==> src/rtl/nand_opseq_pkg.sv <==
// Package: opcode codes, bus cycle kinds and sequencer states shared by
// the NAND opcode-list sequencer. Assumes 4-bit opcodes.
package nand_opseq_pkg;

    localparam logic [3:0] OPC_NOP  = 4'd0;
    localparam logic [3:0] OPC_CMD0 = 4'd1;
    localparam logic [3:0] OPC_CMD1 = 4'd2;
    localparam logic [3:0] OPC_CMD2 = 4'd3;
    localparam logic [3:0] OPC_CMD3 = 4'd4;
    localparam logic [3:0] OPC_COL  = 4'd5;
    localparam logic [3:0] OPC_ROW  = 4'd6;
    localparam logic [3:0] OPC_RDW  = 4'd7;
    localparam logic [3:0] OPC_WR   = 4'd8;
    localparam logic [3:0] OPC_WAIT = 4'd9;
    localparam logic [3:0] OPC_STAT = 4'd10;
    localparam logic [3:0] OPC_UADR = 4'd11;

    typedef enum logic [2:0] {
        BK_CMD, BK_ADR, BK_RD, BK_WR, BK_ST
    } bus_kind_e;

    typedef enum logic [1:0] {
        AS_COL, AS_ROW, AS_USR
    } adr_src_e;

    typedef enum logic [3:0] {
        S_IDLE, S_FETCH, S_LAUNCH, S_CYC, S_GUARD,
        S_RBWAIT, S_BUFRD, S_BUFLAT, S_FINISH
    } seq_state_e;

endpackage

==> src/rtl/nand_opseq_strobe.sv <==
// Bus strobe timer: on a go pulse, holds the strobe active (pin low) for
// T_LO clocks, then inactive for T_HI clocks. Flags the last low clock
// (data capture point) and the last high clock (cycle done).
// Assumes go is only raised while the timer is idle.
module nand_opseq_strobe #(
    parameter int T_LO = 2,
    parameter int T_HI = 2
) (
    input  logic clk,
    input  logic rst_n,
    input  logic go,
    output logic strobe_act,
    output logic cap,
    output logic done
);
    localparam int TMAX = (T_LO > T_HI) ? T_LO : T_HI;
    localparam int CW   = $clog2(TMAX + 1);

    typedef enum logic [1:0] {PH_IDLE, PH_LO, PH_HI} phase_e;

    phase_e        ph;
    logic [CW-1:0] cnt;

    // Phase sequencing of one strobe pulse.
    always_ff @(posedge clk) begin
        if (!rst_n) begin
            ph  <= PH_IDLE;
            cnt <= '0;
        end else begin
            case (ph)
                PH_IDLE: if (go) begin
                    ph  <= PH_LO;
                    cnt <= '0;
                end
                PH_LO: if (cnt == CW'(T_LO - 1)) begin
                    ph  <= PH_HI;
                    cnt <= '0;
                end else begin
                    cnt <= cnt + 1'b1;
                end
                PH_HI: if (cnt == CW'(T_HI - 1)) begin
                    ph  <= PH_IDLE;
                    cnt <= '0;
                end else begin
                    cnt <= cnt + 1'b1;
                end
                default: ph <= PH_IDLE;
            endcase
        end
    end

    // Decoded phase outputs.
    always_comb begin
        strobe_act = (ph == PH_LO);
        cap        = (ph == PH_LO) && (cnt == CW'(T_LO - 1));
        done       = (ph == PH_HI) && (cnt == CW'(T_HI - 1));
    end
endmodule

==> src/rtl/nand_opseq_rbsync.sv <==
// Two-flop synchronizer for the flash ready/busy line.
// Assumes the line is asynchronous; resets to "ready".
module nand_opseq_rbsync (
    input  logic clk,
    input  logic rst_n,
    input  logic rb_n_async,
    output logic rb_ready
);
    logic [1:0] sync_q;

    // Shift the raw line through two flops.
    always_ff @(posedge clk) begin
        if (!rst_n) sync_q <= 2'b11;
        else        sync_q <= {sync_q[0], rb_n_async};
    end

    assign rb_ready = sync_q[1];
endmodule

==> src/rtl/nand_opseq_addr.sv <==
// Address former: builds the column and row byte strings, the start
// address inside the page buffer, and the transfer length.
// Assumes BLK_W + 6 <= ROW_BYTES*8 and ROW_BYTES <= 4.
module nand_opseq_addr #(
    parameter int BLK_W     = 16,
    parameter int COL_W     = 12,
    parameter int ROW_BYTES = 3,
    parameter int BUF_AW    = 13,
    parameter int SLOT_AW   = 10,
    parameter int CNT_W     = 12,
    parameter int MAIN_L    = 2048,
    parameter int SPARE_L   = 64,
    parameter int MAIN_S    = 512,
    parameter int SPARE_S   = 16
) (
    input  logic               large_page,
    input  logic [BLK_W-1:0]   blk_num,
    input  logic [5:0]         page_idx,
    input  logic [COL_W-1:0]   col_addr,
    input  logic               spare_sel,
    input  logic [CNT_W-1:0]   byte_cnt,
    output logic [15:0]        col_word,
    output logic [31:0]        row_word,
    output logic [BUF_AW-1:0]  buf_start,
    output logic [CNT_W-1:0]   xfer_len
);
    localparam int RW = ROW_BYTES * 8;

    logic [RW-1:0]     row_l, row_s;
    logic [2:0]        slot;
    logic [BUF_AW-1:0] base, spare_off;

    // Row number split: 6 index bits for large pages, 5 for small.
    always_comb begin
        row_l    = RW'({blk_num, page_idx});
        row_s    = RW'({blk_num, page_idx[4:0]});
        row_word = 32'(large_page ? row_l : row_s);
        col_word = 16'(col_addr);
    end

    // Buffer slot choice, spare offset and start address.
    always_comb begin
        slot      = large_page ? {page_idx[0], 2'b00} : page_idx[2:0];
        base      = BUF_AW'(slot) << SLOT_AW;
        spare_off = spare_sel ? (large_page ? BUF_AW'(MAIN_L) : BUF_AW'(MAIN_S)) : '0;
        buf_start = base + BUF_AW'(col_addr) + spare_off;
    end

    // Length: zero means main plus spare area.
    always_comb begin
        if (byte_cnt == '0)
            xfer_len = large_page ? CNT_W'(MAIN_L + SPARE_L) : CNT_W'(MAIN_S + SPARE_S);
        else
            xfer_len = byte_cnt;
    end
endmodule

==> src/rtl/nand_opseq.sv <==
// NAND opcode-list sequencer top. Runs up to N_SLOTS software-loaded
// micro-ops on the flash bus, moving data to/from an external page buffer
// with one clock of read latency. Assumes the configuration inputs stay
// stable while busy is high.
module nand_opseq
    import nand_opseq_pkg::*;
#(
    parameter int N_SLOTS    = 8,
    parameter int OP_W       = 4,
    parameter int BLK_W      = 16,
    parameter int COL_W      = 12,
    parameter int ROW_BYTES  = 3,
    parameter int BUF_AW     = 13,
    parameter int CNT_W      = 12,
    parameter int WAIT_W     = 16,
    parameter int T_LO       = 2,
    parameter int T_HI       = 2,
    parameter int GUARD_CLKS = 4
) (
    input  logic                      clk,
    input  logic                      rst_n,
    input  logic                      start,
    input  logic [N_SLOTS*OP_W-1:0]   instr_word,
    input  logic [31:0]               cmd_word,
    input  logic                      large_page,
    input  logic [BLK_W-1:0]          blk_num,
    input  logic [5:0]                page_idx,
    input  logic [COL_W-1:0]          col_addr,
    input  logic                      spare_sel,
    input  logic [CNT_W-1:0]          byte_cnt,
    input  logic [WAIT_W-1:0]         wait_limit,
    input  logic                      dreg_load,
    input  logic [7:0]                dreg_in,
    output logic [7:0]                dreg_out,
    output logic                      busy,
    output logic                      done_ok,
    output logic                      tmo_err,
    output logic                      nf_ce_n,
    output logic                      nf_cle,
    output logic                      nf_ale,
    output logic                      nf_we_n,
    output logic                      nf_re_n,
    output logic [7:0]                nf_dq_out,
    output logic                      nf_dq_oe,
    input  logic [7:0]                nf_dq_in,
    input  logic                      nf_rb_n,
    output logic [BUF_AW-1:0]         buf_addr,
    output logic                      buf_re,
    output logic                      buf_we,
    output logic [7:0]                buf_wdata,
    input  logic [7:0]                buf_rdata
);
    localparam int SLOT_W = $clog2(N_SLOTS);
    localparam int GW     = $clog2(GUARD_CLKS + 1);

    seq_state_e        st;
    bus_kind_e         kind;
    adr_src_e          asrc;
    logic [SLOT_W-1:0] slot;
    logic [1:0]        bidx, nb;
    logic [7:0]        out_byte, dreg;
    logic [CNT_W-1:0]  rem;
    logic [BUF_AW-1:0] ptr;
    logic [WAIT_W-1:0] tcnt;
    logic [GW-1:0]     gcnt;
    logic              wait_then_read, err_pend, busy_r, ok_r, tmo_r;

    logic [15:0]       col_word;
    logic [31:0]       row_word;
    logic [BUF_AW-1:0] buf_start;
    logic [CNT_W-1:0]  xfer_len;
    logic              rb_ready, strobe_act, cyc_cap, cyc_done, cyc_go;
    logic [OP_W-1:0]   op;
    logic [1:0]        cidx, bnext;
    logic              last_slot, in_cycle;
    logic [7:0]        next_adr_byte;

    nand_opseq_addr #(
        .BLK_W(BLK_W), .COL_W(COL_W), .ROW_BYTES(ROW_BYTES),
        .BUF_AW(BUF_AW), .CNT_W(CNT_W)
    ) u_addr (
        .large_page(large_page), .blk_num(blk_num), .page_idx(page_idx),
        .col_addr(col_addr), .spare_sel(spare_sel), .byte_cnt(byte_cnt),
        .col_word(col_word), .row_word(row_word),
        .buf_start(buf_start), .xfer_len(xfer_len)
    );

    nand_opseq_rbsync u_rbsync (
        .clk(clk), .rst_n(rst_n), .rb_n_async(nf_rb_n), .rb_ready(rb_ready)
    );

    nand_opseq_strobe #(.T_LO(T_LO), .T_HI(T_HI)) u_strobe (
        .clk(clk), .rst_n(rst_n), .go(cyc_go),
        .strobe_act(strobe_act), .cap(cyc_cap), .done(cyc_done)
    );

    // Slot decode helpers and next address byte selection.
    always_comb begin
        op        = instr_word[slot*OP_W +: OP_W];
        cidx      = 2'(op - OPC_CMD0);
        last_slot = (slot == SLOT_W'(N_SLOTS - 1));
        bnext     = bidx + 2'd1;
        case (asrc)
            AS_COL:  next_adr_byte = col_word[bnext[0]*8 +: 8];
            AS_ROW:  next_adr_byte = row_word[bnext*8 +: 8];
            default: next_adr_byte = dreg;
        endcase
    end

    // Main sequencer: slot fetch, bus cycles, ready waits, completion.
    always_ff @(posedge clk) begin
        if (!rst_n) begin
            st <= S_IDLE;           kind <= BK_CMD;     asrc <= AS_COL;
            slot <= '0;             bidx <= '0;         nb <= '0;
            out_byte <= '0;         dreg <= '0;         rem <= '0;
            ptr <= '0;              tcnt <= '0;         gcnt <= '0;
            wait_then_read <= 1'b0; err_pend <= 1'b0;
            busy_r <= 1'b0;         ok_r <= 1'b0;       tmo_r <= 1'b0;
        end else begin
            case (st)
                S_IDLE: begin
                    if (start) begin
                        busy_r   <= 1'b1;
                        ok_r     <= 1'b0;
                        tmo_r    <= 1'b0;
                        err_pend <= 1'b0;
                        slot     <= '0;
                        ptr      <= buf_start;
                        st       <= S_FETCH;
                    end else if (dreg_load) begin
                        dreg <= dreg_in;
                    end
                end
                S_FETCH: begin
                    bidx <= '0;
                    case (op)
                        OPC_CMD0, OPC_CMD1, OPC_CMD2, OPC_CMD3: begin
                            kind     <= BK_CMD;
                            out_byte <= cmd_word[cidx*8 +: 8];
                            st       <= S_LAUNCH;
                        end
                        OPC_COL: begin
                            kind     <= BK_ADR;
                            asrc     <= AS_COL;
                            nb       <= large_page ? 2'd1 : 2'd0;
                            out_byte <= col_word[7:0];
                            st       <= S_LAUNCH;
                        end
                        OPC_ROW: begin
                            kind     <= BK_ADR;
                            asrc     <= AS_ROW;
                            nb       <= 2'(ROW_BYTES - 1);
                            out_byte <= row_word[7:0];
                            st       <= S_LAUNCH;
                        end
                        OPC_UADR: begin
                            kind     <= BK_ADR;
                            asrc     <= AS_USR;
                            nb       <= 2'd0;
                            out_byte <= dreg;
                            st       <= S_LAUNCH;
                        end
                        OPC_RDW, OPC_WAIT: begin
                            wait_then_read <= (op == OPC_RDW);
                            rem  <= xfer_len;
                            gcnt <= '0;
                            tcnt <= '0;
                            st   <= S_GUARD;
                        end
                        OPC_WR: begin
                            kind <= BK_WR;
                            rem  <= xfer_len;
                            st   <= S_BUFRD;
                        end
                        OPC_STAT: begin
                            kind <= BK_ST;
                            st   <= S_LAUNCH;
                        end
                        default: st <= S_FINISH;
                    endcase
                end
                S_GUARD: begin
                    if (gcnt == GW'(GUARD_CLKS - 1)) st <= S_RBWAIT;
                    else                             gcnt <= gcnt + 1'b1;
                end
                S_RBWAIT: begin
                    if (rb_ready) begin
                        if (wait_then_read) begin
                            kind <= BK_RD;
                            st   <= S_LAUNCH;
                        end else begin
                            slot <= slot + 1'b1;
                            st   <= last_slot ? S_FINISH : S_FETCH;
                        end
                    end else if (tcnt == wait_limit) begin
                        err_pend <= 1'b1;
                        st       <= S_FINISH;
                    end else begin
                        tcnt <= tcnt + 1'b1;
                    end
                end
                S_LAUNCH: st <= S_CYC;
                S_CYC: begin
                    if (cyc_cap && kind == BK_ST) dreg <= nf_dq_in;
                    if (cyc_cap && kind == BK_RD) ptr  <= ptr + 1'b1;
                    if (cyc_done) begin
                        case (kind)
                            BK_ADR: begin
                                if (bidx == nb) begin
                                    slot <= slot + 1'b1;
                                    st   <= last_slot ? S_FINISH : S_FETCH;
                                end else begin
                                    bidx     <= bnext;
                                    out_byte <= next_adr_byte;
                                    st       <= S_LAUNCH;
                                end
                            end
                            BK_RD: begin
                                rem <= rem - 1'b1;
                                if (rem == CNT_W'(1)) begin
                                    slot <= slot + 1'b1;
                                    st   <= last_slot ? S_FINISH : S_FETCH;
                                end else begin
                                    st <= S_LAUNCH;
                                end
                            end
                            BK_WR: begin
                                rem <= rem - 1'b1;
                                ptr <= ptr + 1'b1;
                                if (rem == CNT_W'(1)) begin
                                    slot <= slot + 1'b1;
                                    st   <= last_slot ? S_FINISH : S_FETCH;
                                end else begin
                                    st <= S_BUFRD;
                                end
                            end
                            default: begin
                                slot <= slot + 1'b1;
                                st   <= last_slot ? S_FINISH : S_FETCH;
                            end
                        endcase
                    end
                end
                S_BUFRD: st <= S_BUFLAT;
                S_BUFLAT: begin
                    out_byte <= buf_rdata;
                    st       <= S_LAUNCH;
                end
                S_FINISH: begin
                    busy_r <= 1'b0;
                    ok_r   <= !err_pend;
                    tmo_r  <= err_pend;
                    st     <= S_IDLE;
                end
                default: st <= S_IDLE;
            endcase
        end
    end

    // Flash bus pins driven from the cycle kind and strobe timer.
    always_comb begin
        in_cycle  = (st == S_LAUNCH) || (st == S_CYC);
        cyc_go    = (st == S_LAUNCH);
        nf_cle    = in_cycle && (kind == BK_CMD);
        nf_ale    = in_cycle && (kind == BK_ADR);
        nf_dq_oe  = in_cycle && (kind == BK_CMD || kind == BK_ADR || kind == BK_WR);
        nf_we_n   = !(strobe_act && (kind == BK_CMD || kind == BK_ADR || kind == BK_WR));
        nf_re_n   = !(strobe_act && (kind == BK_RD || kind == BK_ST));
        nf_dq_out = out_byte;
        nf_ce_n   = !busy_r;
    end

    // Page buffer port and status outputs.
    always_comb begin
        buf_addr  = ptr;
        buf_re    = (st == S_BUFRD);
        buf_we    = (st == S_CYC) && cyc_cap && (kind == BK_RD);
        buf_wdata = nf_dq_in;
        busy      = busy_r;
        done_ok   = ok_r;
        tmo_err   = tmo_r;
        dreg_out  = dreg;
    end
endmodule

==> config.mk <==
export PLATFORM = sky130hd
export DESIGN_NAME = nand_opseq
export DESIGN_NICKNAME = d
export VERILOG_FILES = /design/src/rtl/nand_opseq_pkg.sv /design/src/rtl/nand_opseq_strobe.sv /design/src/rtl/nand_opseq_rbsync.sv /design/src/rtl/nand_opseq_addr.sv /design/src/rtl/nand_opseq.sv
export SDC_FILE = /design/constraint.sdc
export NUM_CORES = 1
export LEC_CHECK = 0
export BUFFER_PORTS_ARGS = -buffer_cell sky130_fd_sc_hd__buf_2
export CAP_MARGIN = 20
export CELL_PAD_IN_SITES_DETAIL_PLACEMENT = 0
export CELL_PAD_IN_SITES_GLOBAL_PLACEMENT = 1
export CORE_ASPECT_RATIO = 1.75
export CORE_MARGIN = 3
export CORE_UTILIZATION = 39
export DETAILED_ROUTE_END_ITERATION = 6
export PLACE_DENSITY = 0.93
export SYNTH_ARGS = -nofsm -noshare
export SYNTH_HDL_FRONTEND = slang
export SYNTH_HIERARCHICAL = 1
export SYNTH_SLANG_ARGS = --single-unit
==> constraint.sdc <==
create_clock -name clk -period 3.7 [get_ports clk]
set_input_delay 0.74 -clock clk [delete_from_list [all_inputs] [get_ports clk]]
set_output_delay 0.74 -clock clk [all_outputs]
set_load 0.05 [all_outputs]
==> reports/qor.yml, run 1 <==
first_global_vias: 6548
firstDrtPassIters: 6
design_area_um2: 8347
cts-resized-gates: 0
fin_nets: 1183
area_growth_pct: 15.88
netlist_area_um2: 7203
die_w_um: 108.7
hp-class: "flop to flop"
place_hpwl_mm: 17.90
overflow: 0
grt_max_degree: 44
regArea_um2: 1722
routedWlPerCell_um: 18.56
path_delay_family: "multiplexers"
synth.area.mux_share_pct: 14.70
clock_power_share_pct: 26.8
setup_viol: 0
setup_tns_ps: 0
grt_usage_pct: 21.76
synth_xor_area_share_pct: 2.797
seq_area_frac_synth_pct: 23.90
multi_input_area_um2: 4735
p_seq_share_pct: 33.9
post_dp_cell_area_um2: 8048
yosysTopAreaCell: "dfxtp_1"
status: "finished clean"
drt.antenna.violating_nets: 0
crit_end: "tcnt[8]$_SDFFE_PN0P_"
fmax_mhz: 320.3
via_count: 7129
synthesis.instances: 880
ys_types: 89
h-tree-depth: 3
path_cells: "mux4_2, mux2i_4, inv_1, ha_1, and2_1, nand3_1, nand3_1, a2111o_1, o21ai_1"
power_switching_w: 0.001490
drv_slew: 0
rows: 65
core_area_um2: 18050
worstReg2RegStart: "slot[1]$_SDFFE_PN0P_"
io_buffers: 204
path_common_cell: "nand3_1"
combPwrFrac_pct: 39.3
cp.required_ps: 3980
dpl.cell_count: 1229
synth-compound-area-share_pct: 22.58
post-route-min-period_ps: 3123
crit_buf_inv: 1
cp-start-kind: "flop"
syn_area_per_cell_um2: 8.185
synth_fa_ha_area_share_pct: 3.682
ios: 205
place_congestion: 0.8851
max_stage_delay_ps: 600
synth_simple_gate_area_share_pct: 20.95
critical_path_depth: 9
cts_sinks: 86
routed_wirelength_mm: 23.11
powerDensity_nw_per_um2: 422.4
vias_per_cell: 5.726
drv_cap: 0
synth_edf_count: 0
ff2ff_setup_slack_ps: 580
async_reset_ff_share_pct: 0
cp_max_fo: 11
cts_buffers: 9
cts_tree: "yes"
ir_worst_vdd_v: 0.0002009
drtIter0Drc: 519
clockBufferDepth: 2
die_h_um: 185.8
hold_buffers: 0
synth.yosys.warnings: 6
yosys-top-cells-area: "dfxtp_1 (24%), buf_4 (5.3%), mux2_2 (5.2%)"
finalNonFillerCells: 1245
cellInternalPower_w: 0.002035
leakagePower_nw: 3.389
crit_type: "flop to flop"
cp_slowest_cell: "mux4_2"
startpoint: "slot[1]$_SDFFE_PN0P_"
worst_pin_slew_ps: 793.2
slew_headroom_pct: 47.04
grt_pass1_wl_mm: 34.29
fillCellCount: 1832
antenna_found_initial: 0
arrival_ps: 3400
ys_ff_latch: 86
reg2reg_depth: 9
clockRootBuffer: "clkbuf_16"
synth_top_area_share_pct: 23.90
synth_flop_cell: "dfxtp_1"
switching_share_pct: 42.27
worstSkewPairLatency_ps: 350
fin_crit_sh_pct: 84.39
die_area_um2: 20200
cp-end-kind: "flop"
clock_skew_ps: 15.48
drc: 0
hold_viol_final: 0
synth_top_family_by_area: "compound AO/OA/AOI/OAI gates"
diodes: 0
r2r-end: "tcnt[8]$_SDFFE_PN0P_"
rsz0062_at_grt: "false"
drive_above_1_share_pct: 31.36
start_util_pct: 39.90
clk_pin_slew_ps: 70
cts_setup_buffers: 0
==> through the flow <==
step           total power (W)  hold WS [ps]  util (%)  setup slack [ps]
2_1_floorplan         0.002202         386.3         -             573.7
3_3_place_gp          0.002578         418.5     44.57             437.3
3_5_place_dp          0.002597         427.1     44.57             332.4
4_1_cts               0.003538         441.9     46.23             557.2
5_1_grt               0.003696         469.0     46.23             312.5
6_report              0.003526         440.7     46.23             577.4
==> area by class of cell <==
class                      instances  area share (%)
clock buffer                      10           2.743
clock inverter                     6          0.8395
inverter                          40           1.799
multi-input combinational        648           56.72
sequential                        86           20.63
tap                              234           3.508
timing repair buffer             221           13.76
==> worst min path at each step <==
stage	start	to	slack [ps]	cells past startpoint
2_1_floorplan	u_rbsync/sync_q[0]$_SDFF_PN1_	u_rbsync/sync_q[1]$_SDFF_PN1_	390	1
4_1_cts	u_rbsync/sync_q[0]$_SDFF_PN1_	u_rbsync/sync_q[1]$_SDFF_PN1_	440	1
5_1_grt	u_rbsync/sync_q[0]$_SDFF_PN1_	u_rbsync/sync_q[1]$_SDFF_PN1_	470	1
6_report	u_rbsync/sync_q[0]$_SDFF_PN1_	u_rbsync/sync_q[1]$_SDFF_PN1_	440	1
3_5_place_dp	u_rbsync/sync_q[0]$_SDFF_PN1_	u_rbsync/sync_q[1]$_SDFF_PN1_	430	1
3_3_place_gp	u_rbsync/sync_q[0]$_SDFF_PN1_	u_rbsync/sync_q[1]$_SDFF_PN1_	420	1
==> cell usage after synthesis, drive strengths merged, types with 12 or more instances <==
| library cell | number |
|---|---|
| nand2 | 87 |
| dfxtp | 86 |
| buf | 76 |
| nor2 | 59 |
| a21oi | 56 |
| o21ai | 55 |
| clkbuf | 43 |
| inv | 39 |
| mux2 | 33 |
| nand3 | 28 |
| mux4 | 24 |
| xor2 | 19 |
| and3 | 18 |
| ha | 18 |
| nor3 | 18 |
| a311oi | 12 |
| nand4 | 12 |
==> power by group through the flow <==
| stage | combinational (W) | sequential [W] | clock (W) |
|---|---|---|---|
| 4_1_cts | 0.00139 | 0.00119 | 0.000958 |
| 6_report | 0.00139 | 0.00120 | 0.000944 |
| 5_1_grt | 0.00149 | 0.00121 | 0.000993 |
| 3_3_place_gp | 0.00137 | 0.00121 | 0 |
| 3_5_place_dp | 0.00138 | 0.00121 | 0 |
| 2_1_floorplan | 0.000766 | 0.00144 | 0 |
==> flip-flops by register name, indices dropped and copies added (netlist names) <==
signal / cells
wait_then_read: 1
nb: 1
gcnt: 3
st: 4
buf_addr: 13
dreg_out: 8
nf_dq_out: 8
kind: 3
err_pend: 1
u_strobe/cnt: 2
u_strobe/ph: 2
busy: 1
bidx: 2
u_rbsync/sync_q: 2
slot: 3
rem: 12
tcnt: 16
tmo_err: 1
asrc: 2
done_ok: 1
==> routing by layer <==
layer / vias up / wire, um / global-route usage (%)
met3: 44 / 1262 / 2.707
met2: 262 / 12230 / 39.56
met5: - / 0 / 0
met4: 0 / 891 / 10.11
li1: 3457 / - / -
met1: 3366 / 8726 / 24.92
==> worst reg2reg max path, delay by kind of cell (launching register included) <==
| kind | cells | cell delay [ps] |
|---|---|---|
| buffers and inverters | 1 | 90 |
| DFF | 1 | 570 |
| AOI/OAI and AO/OA | 2 | 580 |
| adders and majority gates | 1 | 310 |
| muxes | 2 | 810 |
| and+or+nand+nor | 3 | 710 |
==> kinds of logic after synthesis <==
logic type	after synthesis
muxes	67
buffers and inverters	159
AOI/OAI and AO/OA	232
xor gates and xnor gates	23
other	1
DFF	86
adders and majority gates	20
and+or+nand+nor	292
==> placed cells by master (no fill, tap or decap), types with 8 or more instances in the layout <==
cell,n
dfxtp_1,86
nand2_1,87
a31oi_1,11
mux4_2,16
buf_2,204
nor2_1,59
and2_1,8
a311oi_1,11
a211oi_1,8
buf_4,17
mux4_1,8
nand4_1,11
conb_1,14
nand2b_1,8
nor3_1,15
a2111o_1,10
clkbuf_16,9
o21ai_0,39
mux2i_1,8
nand3_1,28
and3_1,18
a21oi_1,54
o21ai_1,16
mux2_2,33
xor2_1,19
nor4_1,11
o22ai_1,10
a22oi_1,10
inv_1,38
ha_1,18
No activity file was read; power rests on OpenSTA's default activity.
==> run 2: changes to the inputs <==
- clock period: 3.7 -> 2.93 ns (I/O delays scaled with it)
==> reports/qor.yml, run 2 (same netlist as run 1, synthesis figures left out) <==
status: "finished, violations left"
violations: "DRC"
fin_crit_sh_pct: 94.39
hp-class: "flop to flop"
hp-start: "u_rbsync/sync_q[0]$_SDFF_PN1_"
place_congestion: 0.9047
leakagePower_nw: 3.545
h-tree-depth: 3
drv_slew: 0
cts_tree: "yes"
fin_nets: 1210
ff2ff_setup_slack_ps: 190
grt_usage_pct: 22.42
routed_wirelength_mm: 23.56
powerDensity_nw_per_um2: 522.9
core_area_um2: 18050
post_dp_cell_area_um2: 8305
cp.required_ps: 2340
dpl_worst_slack_ps: -91.57
crit_buf_inv: 1
crit_type: "flop to output pin"
final_cell_mix: "buf_2 (204), nand2_1 (87), dfxtp_1 (84), nor2_1 (59), a21oi_1 (54)"
ir_worst_vdd_v: 0.0003446
clockBufferDepth: 2
overflow: 0
worstSkewPairLatency_ps: 340
die_w_um: 108.7
arrival_ps: 2180
cp_max_fo: 13
cts_setup_buffers: 0
dpl.cell_count: 1256
die_h_um: 185.8
grt_max_degree: 50
firstDrtPassIters: 7
drt.antenna.violating_nets: 0
routedWlPerCell_um: 18.52
reg2reg_depth: 11
worstReg2RegStart: "slot[1]$_SDFFE_PN0P_"
fillCellCount: 1793
cp-start-kind: "flop"
diodes: 0
clock_skew_ps: 12.74
first_global_vias: 6952
cp_slowest_cell: "dfxtp_1"
design_area_um2: 8613
antenna_found_initial: 1
final_common_cell: "buf_2"
area_growth_pct: 19.58
top_register: "tcnt"
cts_sinks: 86
layout_setup_ws_ps: 164.3
die_area_um2: 20200
largest_reg_flops: 16
path_delay_family: "simple AND/OR/NAND/NOR gates"
io_buffers: 204
drive_above_1_share_pct: 33.53
setup_viol: 0
drtIter0Drc: 547
place_hpwl_mm: 18.50
clk_pin_slew_ps: 60
cts_buffers: 9
clockRootBuffer: "clkbuf_16"
p_total_w: 0.004503
vias_per_cell: 5.806
hold_end: "u_rbsync/sync_q[1]$_SDFF_PN1_"
ios: 205
max_stage_delay_ps: 630
start_util_pct: 39.90
hold_viol_final: 0
via_count: 7385
r2r-end: "rem[6]$_SDFFE_PN0P_"
whs_ps: 418.3
grt_pass1_wl_mm: 35.32
slew_headroom_pct: 55.20
post-route-min-period_ps: 2766
rows: 65
drv_cap: 0
cp-end-kind: "output pin"
rsz0062_at_grt: "false"
finalNonFillerCells: 1272
hold_path_depth: 1
drc: 2
path_cells: "nand2b_1, or4_1, nor2_1, buf_2"
worst_pin_slew_ps: 672.0
fmax_mhz: 361.6
[run 2: changes by cell type in the layout (fill, tap and decap cells not counted)]
cell | previous run | this run
buf_12 | 0 | 3
buf_4 | 17 | 40
buf_6 | 0 | 1
clkinv_4 | 0 | 1
dfxtp_1 | 86 | 84
dfxtp_2 | 0 | 1
dfxtp_4 | 0 | 1
ha_1 | 18 | 17
ha_4 | 0 | 1
inv_6 | 2 | 1
nor3_1 | 15 | 14
nor3_2 | 3 | 4
[run 2: power by group]
| group | leakage (nW) | internal [W] | switching [W] | total (W) |
|---|---|---|---|---|
| clock | 0.135 | 0.000667 | 0.000520 | 0.00119 |
| combinational | 2.71 | 0.000637 | 0.00117 | 0.00181 |
| sequential | 0.701 | 0.00131 | 0.000197 | 0.00150 |
[run 2: timing repair]
action,4_1_cts,5_1_grt
gates resized for setup,0,4
hold buffers,0,0
hold endpoints to repair,0,0
endpoints found under the setup margin,0,34
[run 2: area by class of cell]
class                   instances  area (um^2)  share of cell area (%)
clock buffers                  10        229.0                   2.658
inverters                      40        150.1                   1.743
multi-input cells             648         4752                   55.17
well taps                     234        292.8                   3.399
repair buffers                248         1393                   16.17
flip-flops and latches         86         1727                   20.05
clock inverters                 6        70.07                  0.8135
[run 2: through the flow]
step	utilization (%)	setup TNS, ps
2_1_floorplan	-	0
3_3_place_gp	46.00	-81.83
3_5_place_dp	46.00	-1573
4_1_cts	47.66	0
5_1_grt	47.71	0
6_report	47.71	0
[run 2: worst max path at each step]
stage / start / end / slack [ps] / cells past startpoint
after global placement: instr_word[24] / rem[6]$_SDFFE_PN0P_ / -30 / 12
after global routing: slot[0]$_SDFFE_PN0P_ / tcnt[9]$_SDFFE_PN0P_ / 4 / 11
after detailed placement: instr_word[28] / rem[6]$_SDFFE_PN0P_ / -90 / 12
after floorplan: instr_word[24] / nf_dq_out[3]$_SDFFE_PN0P_ / 2 / 9
after CTS: slot[0]$_SDFFE_PN0P_ / nf_dq_out[2]$_SDFFE_PN0P_ / 50 / 8
final: st[1]$_SDFFE_PN0P_ / nf_cle / 160 / 4
[run 2: per-layer routing]
metal  vias up  wire length, um  GRT usage [%]
met5         -                8              0
met4         2             1360          11.93
met3        88             1379          3.575
met2       308            12350          41.00
met1      3462             8469          24.33
li1       3525                -              -
==> run 3: changes to the inputs <==
- RECOVER_POWER: default -> 50
==> reports/qor.yml, run 3 (same netlist as run 1, synthesis figures left out) <==
status: "finished, violations left"
violations: "capacitance limit"
worstReg2RegStart: "slot[1]$_SDFFE_PN0P_"
drc: 0
slew_headroom_pct: 0.3517
antenna_found_initial: 1
switching_share_pct: 42.36
ios: 205
io_buffers: 204
worst_pin_slew_ps: 1495
core_area_um2: 18050
drv_slew: 0
cts_buffers: 9
worstSkewPairLatency_ps: 340
reg2reg_depth: 12
first_global_vias: 6952
hp-start: "u_rbsync/sync_q[0]$_SDFF_PN1_"
grt_usage_pct: 22.42
cellInternalPower_w: 0.002569
ff2ff_setup_slack_ps: 170
rows: 65
place_congestion: 0.9047
post-route-min-period_ps: 2763
fillCellCount: 1813
power_switching_w: 0.001888
grt_max_degree: 50
hp-class: "flop to flop"
area_growth_pct: 18.31
powerDensity_nw_per_um2: 523.0
drtIter0Drc: 558
cp-end-kind: "flop"
whs_ps: 416.9
cts_setup_buffers: 0
final_cell_mix: "buf_2 (162), nand2_1 (87), dfxtp_1 (84), nor2_1 (59), a21oi_1 (54)"
p_seq_share_pct: 33.8
top_register: "tcnt"
cp_slowest_cell: "mux4_2"
final_common_cell: "buf_2"
crit_type: "flop to flop"
cp_max_fo: 12
routed_wirelength_mm: 23.56
hold_buffers: 0
drv_cap: 1
fin_nets: 1210
max_stage_delay_ps: 540
die_h_um: 185.8
hold_path_depth: 1
setup_viol: 0
clock_power_share_pct: 26.5
via_count: 7344
h-tree-depth: 3
drt.antenna.violating_nets: 0
dpl_worst_slack_ps: -91.57
cp-start-kind: "flop"
vias_per_cell: 5.774
layout_setup_ws_ps: 167.4
cp.required_ps: 3180
drive_above_1_share_pct: 29.00
fmax_mhz: 362.0
diodes: 0
hold_viol_final: 0
r2r-end: "rem[9]$_SDFFE_PN0P_"
hold_end: "u_rbsync/sync_q[1]$_SDFF_PN1_"
place_hpwl_mm: 18.50
start_util_pct: 39.90
clockBufferDepth: 2
grt_pass1_wl_mm: 35.32
clock_skew_ps: 13.03
firstDrtPassIters: 6
arrival_ps: 3020
routedWlPerCell_um: 18.52
cts_tree: "yes"
largest_reg_flops: 16
fin_util_pct: 47.20
fin_crit_sh_pct: 94.29
clk_pin_slew_ps: 70
cts_sinks: 86
rsz0062_at_grt: "false"
overflow: 0
path_cells: "mux4_2, mux2i_4, inv_1, ha_1, buf_4, nor2_1, nor2_1, a211oi_2, buf_4, buf_12, o211ai_1, o31ai_1"
clockRootBuffer: "clkbuf_16"
ir_worst_vdd_v: 0.0003429
die_w_um: 108.7
die_area_um2: 20200
leakagePower_nw: 3.376
combPwrFrac_pct: 39.6
run 3: routing by layer:
layer / vias to the layer above / wire length [um] / GRT usage (%)
met3: 66 / 1323 / 3.575
met1: 3479 / 8583 / 24.33
li1: 3528 / - / -
met5: - / 8 / 0
met4: 2 / 1099 / 11.93
met2: 269 / 12540 / 41.00
run 3: layout make-up:
cell class                      count  area, um^2  area share (%)
Sequential cell                    86        1727           20.26
Timing Repair Buffer              248        1330           15.61
Multi-Input combinational cell    648        4723           55.43
Clock buffer                       10       229.0           2.687
Inverter                           40       150.1           1.762
Clock inverter                      6       70.07          0.8222
Tap cell                          234       292.8           3.436
run 3: how the worst max path moves through the flow:
stage | start | to | slack [ps] | depth (start not counted)
finish | slot[1]$_SDFFE_PN0P_ | rem[9]$_SDFFE_PN0P_ | 170 | 12
global route | slot[0]$_SDFFE_PN0P_ | tcnt[9]$_SDFFE_PN0P_ | 5 | 11
CTS | slot[0]$_SDFFE_PN0P_ | nf_dq_out[2]$_SDFFE_PN0P_ | 50 | 8
global placement | instr_word[24] | rem[6]$_SDFFE_PN0P_ | -30 | 12
floorplan | instr_word[24] | nf_dq_out[3]$_SDFFE_PN0P_ | 2 | 9
detailed placement | instr_word[28] | rem[6]$_SDFFE_PN0P_ | -90 | 12
run 3: timing repair:
item                                    in CTS  in global routing
endpoints found under the hold margin        0                  0
endpoints found under the setup margin       0                 34
resized for setup                            0                  4
run 3: per-stage QoR:
stage / cell area (um^2) / setup TNS (ps) / total power (W) / cells
6_report: 8522 / 0 / 0.004457 / 1272
5_1_grt: 8522 / 0 / 0.004681 / 1272
4_1_cts: 8605 / 0 / 0.004519 / 1272
3_5_place_dp: 8305 / -1573 / 0.003332 / 1256
3_3_place_gp: 8305 / -81.83 / 0.003304 / 1256
2_1_floorplan: 7271 / 0 / 0.002784 / 893
run 3: worst max-delay path, delay by kind of cell (launching register included):
kind / cells / cell delay (ps)
AOI/OAI and AO/OA: 3 / 490
adders and majority gates: 1 / 240
buffers and inverters: 4 / 620
DFF: 1 / 380
muxes: 2 / 760
and+or+nand+nor: 2 / 170
run 3: power groups by stage:
stage	registers (W)	clock network [W]	logic, W
6_report	0.00151	0.00118	0.00177
5_1_grt	0.00153	0.00126	0.00190
4_1_cts	0.00150	0.00121	0.00181
3_5_place_dp	0.00153	0	0.00181
3_3_place_gp	0.00152	0	0.00178
2_1_floorplan	0.00181	0	0.000970
